File: src/rtl/irq_retire_pkg.sv
package irq_retire_pkg;

  typedef enum logic [1:0] {
    RK_SEQ    = 2'b00,
    RK_JUMP   = 2'b01,
    RK_BRANCH = 2'b10,
    RK_RFE    = 2'b11
  } ret_kind_e;

endpackage

File: src/rtl/irq_ret_addr.sv
module irq_ret_addr
  import irq_retire_pkg::*;
#(
  parameter int unsigned XLEN = 32
) (
  input  ret_kind_e        kind_i,
  input  logic             taken_i,
  input  logic [XLEN-1:0]  pc4_i,
  input  logic [XLEN-1:0]  newpc_i,
  output logic             use_newpc_o,
  output logic [XLEN-1:0]  ret_addr_o
);

  // Control transfer: resume where the instruction sent the PC.
  function automatic logic redirected(ret_kind_e k, logic tk);
    case (k)
      RK_JUMP:   return 1'b1;
      RK_RFE:    return 1'b1;
      RK_BRANCH: return tk;
      default:   return 1'b0;
    endcase
  endfunction

  assign use_newpc_o = redirected(kind_i, taken_i);
  assign ret_addr_o  = use_newpc_o ? newpc_i : pc4_i;

endmodule

File: src/rtl/irq_hs.sv
module irq_hs (
  input  logic clk,
  input  logic rst_n,
  input  logic take_i,
  input  logic rfe_i,
  input  logic irq_i,
  output logic iack_o,
  output logic rel_pend_o
);

  logic iack_q, pend_q;
  logic drop_now;

  assign drop_now = !irq_i && (rfe_i || pend_q);

  always_ff @(posedge clk) begin
    if (!rst_n) begin
      iack_q <= 1'b0;
      pend_q <= 1'b0;
    end else begin
      if (take_i)        iack_q <= 1'b1;
      else if (drop_now) iack_q <= 1'b0;
      if (rfe_i && irq_i) pend_q <= 1'b1;
      else if (!irq_i)    pend_q <= 1'b0;
    end
  end

  assign iack_o     = iack_q;
  assign rel_pend_o = pend_q;

  // the acknowledge never falls while the request was still high
  assert_iack_fall_after_irq_low_R7: assert property (@(posedge clk) disable iff (!rst_n)
    $fell(iack_q) |-> $past(!irq_i));

  // the acknowledge only rises in answer to a request
  assert_iack_rise_needs_irq_R3: assert property (@(posedge clk) disable iff (!rst_n)
    $rose(iack_q) |-> $past(irq_i));

  // a pending release completes as soon as the request is low
  assert_pending_release_R7: assert property (@(posedge clk) disable iff (!rst_n)
    (pend_q && !irq_i && !take_i) |=> (!iack_q && !pend_q));

endmodule

File: src/rtl/irq_cp0_regs.sv
module irq_cp0_regs #(
  parameter int unsigned XLEN       = 32,
  parameter int unsigned IDX_W      = 5,
  parameter int unsigned STATUS_IDX = 12,
  parameter int unsigned CAUSE_IDX  = 13,
  parameter int unsigned EPC_IDX    = 14,
  parameter int unsigned SAVE_SHIFT = 16
) (
  input  logic             clk,
  input  logic             rst_n,
  input  logic             wr_i,
  input  logic [IDX_W-1:0] idx_i,
  input  logic [XLEN-1:0]  wdata_i,
  input  logic             take_i,
  input  logic             rfe_i,
  input  logic [XLEN-1:0]  epc_next_i,
  output logic [XLEN-1:0]  status_o,
  output logic [XLEN-1:0]  epc_o,
  output logic [XLEN-1:0]  rdata_o
);

  localparam logic [IDX_W-1:0] ST_I = IDX_W'(STATUS_IDX);
  localparam logic [IDX_W-1:0] CA_I = IDX_W'(CAUSE_IDX);
  localparam logic [IDX_W-1:0] EP_I = IDX_W'(EPC_IDX);

  logic [XLEN-1:0] status_q, cause_q, epc_q;
  logic            sw_wr;

  function automatic logic [XLEN-1:0] save_mask(logic [XLEN-1:0] s);
    return s << SAVE_SHIFT;
  endfunction

  function automatic logic [XLEN-1:0] restore_mask(logic [XLEN-1:0] s);
    return s >> SAVE_SHIFT;
  endfunction

  // software writes yield to entry and return
  assign sw_wr = wr_i && !take_i && !rfe_i;

  always_ff @(posedge clk) begin
    if (!rst_n) begin
      status_q <= '0;
      cause_q  <= '0;
      epc_q    <= '0;
    end else if (take_i) begin
      status_q <= save_mask(status_q);
      cause_q  <= '0;
      epc_q    <= epc_next_i;
    end else if (rfe_i) begin
      status_q <= restore_mask(status_q);
    end else if (sw_wr) begin
      case (idx_i)
        ST_I:    status_q <= wdata_i;
        CA_I:    cause_q  <= wdata_i;
        EP_I:    epc_q    <= wdata_i;
        default: ;
      endcase
    end
  end

  always_comb begin
    case (idx_i)
      ST_I:    rdata_o = status_q;
      CA_I:    rdata_o = cause_q;
      EP_I:    rdata_o = epc_q;
      default: rdata_o = '0;
    endcase
  end

  assign status_o = status_q;
  assign epc_o    = epc_q;

  // entry saves the mask upward and clears the reason code
  assert_entry_regs_R4: assert property (@(posedge clk) disable iff (!rst_n)
    take_i |=> (cause_q == '0) && (status_q == ($past(status_q) << SAVE_SHIFT)));

  // entry captures the chosen return address
  assert_entry_epc_R5: assert property (@(posedge clk) disable iff (!rst_n)
    take_i |=> (epc_q == $past(epc_next_i)));

  // return restores the saved mask
  assert_rfe_restore_R6: assert property (@(posedge clk) disable iff (!rst_n)
    (rfe_i && !take_i) |=> (status_q == ($past(status_q) >> SAVE_SHIFT)));

endmodule

File: src/rtl/irq_retire_ctl.sv
module irq_retire_ctl
  import irq_retire_pkg::*;
#(
  parameter int unsigned XLEN       = 32,
  parameter int unsigned IDX_W      = 5,
  parameter int unsigned STATUS_IDX = 12,
  parameter int unsigned CAUSE_IDX  = 13,
  parameter int unsigned EPC_IDX    = 14,
  parameter int unsigned SAVE_SHIFT = 16,
  parameter int unsigned ENABLE_BIT = 1,
  parameter logic [XLEN-1:0] HANDLER_PC = 32'h0000_0004
) (
  input  logic             clk,
  input  logic             rst_n,
  input  logic             ret_valid_i,
  input  logic [1:0]       ret_kind_i,
  input  logic             ret_taken_i,
  input  logic [XLEN-1:0]  ret_pc4_i,
  input  logic [XLEN-1:0]  ret_newpc_i,
  input  logic             cp_wr_i,
  input  logic [IDX_W-1:0] cp_idx_i,
  input  logic [XLEN-1:0]  cp_wdata_i,
  output logic [XLEN-1:0]  cp_rdata_o,
  input  logic             irq_i,
  output logic             iack_o,
  output logic             redirect_o,
  output logic [XLEN-1:0]  redirect_pc_o,
  output logic             flush_o
);

  ret_kind_e       kind;
  logic            take_w, rfe_w, use_newpc_w, pend_w;
  logic [XLEN-1:0] ret_addr_w, status_w, epc_w;

  assign kind = ret_kind_e'(ret_kind_i);

  // entry only on a real retire, enabled, requested and not yet acknowledged
  assign take_w = ret_valid_i && (kind != RK_RFE) && status_w[ENABLE_BIT]
                  && irq_i && !iack_o;
  assign rfe_w  = ret_valid_i && (kind == RK_RFE);

  irq_ret_addr #(.XLEN(XLEN)) u_addr (
    .kind_i      (kind),
    .taken_i     (ret_taken_i),
    .pc4_i       (ret_pc4_i),
    .newpc_i     (ret_newpc_i),
    .use_newpc_o (use_newpc_w),
    .ret_addr_o  (ret_addr_w)
  );

  irq_hs u_hs (
    .clk        (clk),
    .rst_n      (rst_n),
    .take_i     (take_w),
    .rfe_i      (rfe_w),
    .irq_i      (irq_i),
    .iack_o     (iack_o),
    .rel_pend_o (pend_w)
  );

  irq_cp0_regs #(
    .XLEN(XLEN), .IDX_W(IDX_W), .STATUS_IDX(STATUS_IDX), .CAUSE_IDX(CAUSE_IDX),
    .EPC_IDX(EPC_IDX), .SAVE_SHIFT(SAVE_SHIFT)
  ) u_regs (
    .clk        (clk),
    .rst_n      (rst_n),
    .wr_i       (cp_wr_i),
    .idx_i      (cp_idx_i),
    .wdata_i    (cp_wdata_i),
    .take_i     (take_w),
    .rfe_i      (rfe_w),
    .epc_next_i (ret_addr_w),
    .status_o   (status_w),
    .epc_o      (epc_w),
    .rdata_o    (cp_rdata_o)
  );

  assign redirect_o    = take_w || rfe_w;
  assign flush_o       = redirect_o;
  assign redirect_pc_o = take_w ? HANDLER_PC : epc_w;

  // an entry is acknowledged at the next edge
  assert_entry_acks_R4: assert property (@(posedge clk) disable iff (!rst_n)
    take_w |=> $rose(iack_o));

  // a sequential retire never saves the written PC
  assert_seq_uses_pc4_R5: assert property (@(posedge clk) disable iff (!rst_n)
    (take_w && kind == RK_SEQ) |-> !use_newpc_w);

  // no release is pending while the acknowledge is low
  assert_pend_implies_ack_R7: assert property (@(posedge clk) disable iff (!rst_n)
    pend_w |-> iack_o);

endmodule

File: config.mk
export PLATFORM = sky130hd
export DESIGN_NAME = irq_retire_ctl
export DESIGN_NICKNAME = d
export VERILOG_FILES = /design/src/rtl/irq_retire_pkg.sv /design/src/rtl/irq_ret_addr.sv /design/src/rtl/irq_hs.sv /design/src/rtl/irq_cp0_regs.sv /design/src/rtl/irq_retire_ctl.sv
export SDC_FILE = /design/constraint.sdc
export NUM_CORES = 1
export LEC_CHECK = 0
export BUFFER_PORTS_ARGS = -buffer_cell sky130_fd_sc_hd__buf_2
export CELL_PAD_IN_SITES_DETAIL_PLACEMENT = 0
export CELL_PAD_IN_SITES_GLOBAL_PLACEMENT = 1
export CORE_MARGIN = 3
export CORE_UTILIZATION = 33
export DETAILED_ROUTE_END_ITERATION = 8
export GPL_TIMING_DRIVEN = 0
export PLACE_DENSITY_LB_ADDON = 0.1
export SYNTH_ARGS = -nofsm -noshare
export SYNTH_HDL_FRONTEND = slang
export SYNTH_SLANG_ARGS = --single-unit
File: constraint.sdc
create_clock -name clk -period 1.63 [get_ports clk]
set_clock_uncertainty 0.15 [all_clocks]
set_input_delay 0.0815 -clock clk [delete_from_list [all_inputs] [get_ports clk]]
set_output_delay 0.0815 -clock clk [all_outputs]
set_load 0.01 [all_outputs]
==> out/results.tsv <==
stage	metric	value	unit
setup_path	critPathRequiredTime	1.40	ns
grt	antenna_found_initial	0	
route	post-route-drc-count	0	
grt	grt_max_degree	15	
final_layout	syn_to_final_growth	67.2	%
clock_tree	cts_root_buf	clkbuf_16	
placement	hpwlAfterDp	15.5	mm
timing	fin_crit	1.91	ns
timing	fmax	522	MHz
timing	final-setup-viol-count	130	
job	maxCapViolations	0	
route	ant_nets	0	
setup_path	crit_start	u_hs.iack_o$_SDFFE_PN0P_	
clock_tree	cts.sinks	98	
route	wl_met1	9.65	mm
setup_path	cp.arrival	1.68	ns
setup_path	rr_worst_depth	8	
setup_path	critPathCaptureType	output pin	
clock_tree	cts.clk_slew.worst_paths	0.07	ns
setup_path	path_class	flop to output pin	
pwr	power_density	686	nW/um2
route	wl_met2	11.2	mm
timing	tightest_slew	0.797	ns
yosys	ys_ff_latch	98	
timing	rsz0062_at_grt	true	
clock_tree	htreeDepth	3	
die	die_h	131	um
clock_tree	clock_latency	0.35	ns
final_layout	fin_nets	1026	
grt	grt_overflow	0	
die	ioPinCount	176	
route	routed.top_layer	met4	
die	core	14900	um2
yosys	synth_area	5140	um2
worst_hold_path	hold_path_depth	4	
timing	slew_viol_final	0	
setup_path	r2r_slack	-0.25	ns
placement	dpl-instance-area	6300	um2
die	die_w	131	um
timing	slew_headroom	46.8	%
timing	hold_viol	0	
yosys	synthCells	614	
outcome	failed_checks	negative setup slack	
setup_path	critPathCapture	redirect_o	
die	die_area	17100	um2
grt	grt_pass1_vias	6112	
setup_path	regToRegStartpoint	u_hs.iack_o$_SDFFE_PN0P_	
grt	grtUsageTotal	25.4	%
route	met3_length	1.57	mm
route	drt-initial-drc-count	611	
die	start_util	34.6	%
route	drt_wl_total	23.1	mm
pwr	total_power	5.89	mW
final_layout	multi_input_area	3030	um2
yosys	seq_area_frac_synth	38.2	%
route	firstDrtPassIters	8	
final_layout	fillers	1331	
setup_path	critPathMaxFanout	6	
placement	finalWeightedCongestion	0.846	
clock_tree	cts_tree	done	
final_layout	mostFrequentLayoutCells	142 x buf_2, 96 x dfxtp_1, 88 x dlygate4sd3_1	
timing	layout_setup_ws	-0.284	ns
die	rows	44	
grt	grt_pass1_wl	33.0	mm
final_layout	final_common_cell	buf_2	
yosys	syn_area_per_cell	8.37	um2
clock_tree	cts_made_buffers	9	
route	vias_per_cell	5.63	
timing	finalCritPeriodShare	117	%
route	vias	6217	
setup_path	reg2reg_to	u_regs.status_o[8]$_SDFFE_PP0P_	
placement	port_buffers	175	
yosys	synth-warning-count	0	
yosys	yosysUniqueCellTypes	39	
outcome	status	finished with violations	
final_layout	regArea	1960	um2
yosys	syn_nets	723	
pwr	leakage	4.08	nW
timing	worst_hold_slack	0.00675	ns
setup_path	startpoint_type	flop	
final_layout	stdcell_area	8590	um2
final_layout	layout-drive-gt1-share	37.8	%
clock_tree	cts.path.max_buffers	2	
pwr	peakVddDrop	0.000560	V
final_layout	insertedDiodeCount	0	
worst_hold_path	worstHoldPathType	primary input to flop	
route	routedWlPerCell	20.9	um
[cells in the mapped netlist]
cell / n / area share [%]
nor2_1: 4 / 0.29
nor2b_1: 3 / 0.37
inv_2: 1 / 0.073
mux2_2: 2 / 0.44
a211oi_2: 10 / 2.4
o2bb2ai_1: 15 / 2.6
buf_4: 1 / 0.15
a211oi_1: 6 / 0.88
nand4_1: 1 / 0.12
and3_1: 2 / 0.24
nand3b_1: 1 / 0.15
inv_1: 33 / 2.4
clkbuf_1: 48 / 3.5
a21boi_2: 1 / 0.22
buf_1: 1 / 0.073
or2_1: 1 / 0.12
buf_6: 3 / 0.66
a21o_1: 2 / 0.29
o211a_1: 15 / 2.9
nand2_1: 62 / 4.5
a21oi_1: 66 / 6.4
buf_12: 1 / 0.39
nand2b_1: 1 / 0.12
nand3_2: 1 / 0.19
or3b_1: 1 / 0.17
dfxtp_1: 98 / 38
nor3_1: 32 / 3.1
o21ai_1: 1 / 0.097
o21ai_2: 1 / 0.17
o31ai_1: 1 / 0.15
a222oi_1: 32 / 6.2
a221o_1: 30 / 5.8
and2_1: 35 / 4.3
buf_2: 11 / 1.1
o21ai_0: 35 / 3.4
nand3_1: 34 / 3.3
and3b_1: 2 / 0.34
mux2i_1: 19 / 3.7
a211oi_4: 1 / 0.39
[kinds of logic (layout without fill, tap and decap cells)]
logic type	after synthesis	after routing	synth area share [%]
buffers and inverters	99	406	8.33
DFF	98	98	38.2
muxes	21	21	4.14
AOI/OAI and AO/OA	216	216	32.0
and+or+nand+nor	180	180	17.3
[worst max-delay path: stages, from the launching register on]
cell and delay [ns]:
dfxtp_2 0.32, and3b_1 0.18, buf_6 0.14, o21ai_4 0.18
inv_2 0.06, buf_6 0.12, buf_8 0.12, buf_6 0.10
buf_6 0.11
[layer usage]
metal  up-vias  global-route usage [%]
li1       2895                       -
met5         -                       0
met1      2954                    31.3
met3        53                    4.96
met4         0                    9.07
met2       315                    44.0
[flip-flops by register name (all words and copies together), names as in the netlist]
register / count
u_hs.iack_o: 1
u_hs.rel_pend_o: 1
u_regs.cause_q: 32
u_regs.epc_o: 32
u_regs.status_o: 32
[metrics by stage]
| stage | setup TNS [ns] | util [%] | std cells | worst slack (ns) |
|---|---|---|---|---|
| 2_1_floorplan | -1.15 | - | 614 | -0.111 |
| 3_3_place_gp | -58.65 | 42.4 | 973 | -0.862 |
| 3_5_place_dp | -60.16 | 42.4 | 973 | -0.895 |
| 4_1_cts | -21.80 | 54.1 | 1095 | -0.295 |
| 5_1_grt | -31.31 | 57.8 | 1105 | -0.328 |
| 6_report | -23.54 | 57.8 | 1105 | -0.284 |
[final cells by class]
class | instances | share of cell area (%)
multi-input cells | 417 | 35.2
repair buffers | 297 | 27.1
flip-flops and latches | 98 | 22.9
plain buffers | 60 | 6.87
clock buffers | 14 | 3.42
well taps | 184 | 2.68
inverters | 34 | 1.49
clock inverters | 1 | 0.349
[where the power goes]
part	switching, mW	internal [mW]
sequential	0.0718	2.46
clock	0.928	1.39
combinational	0.498	0.541
total	1.50	4.40
[worst min path at each step]
stage                    start                       endpoint
2_1_floorplan            irq_i   u_hs.rel_pend_o$_SDFFE_PN0P_
3_3_place_gp             irq_i   u_hs.rel_pend_o$_SDFFE_PN0P_
3_5_place_dp             irq_i   u_hs.rel_pend_o$_SDFFE_PN0P_
4_1_cts        ret_newpc_i[12]  u_regs.epc_o[12]$_SDFFE_PN0P_
5_1_grt          ret_pc4_i[15]  u_regs.epc_o[15]$_SDFFE_PN0P_
6_report       ret_newpc_i[12]  u_regs.epc_o[12]$_SDFFE_PN0P_
[what timing repair did]
item                                    4_1_cts  5_1_grt
buffers inserted                             18        9
hold buffers                                 88        0
endpoints found under the setup margin      163      156
hold endpoints to repair                     79        0
pin swaps                                    14       31
cloned                                        4        5
gates resized for setup                     114      120
Note: power is estimated with default switching activity, not from simulation.
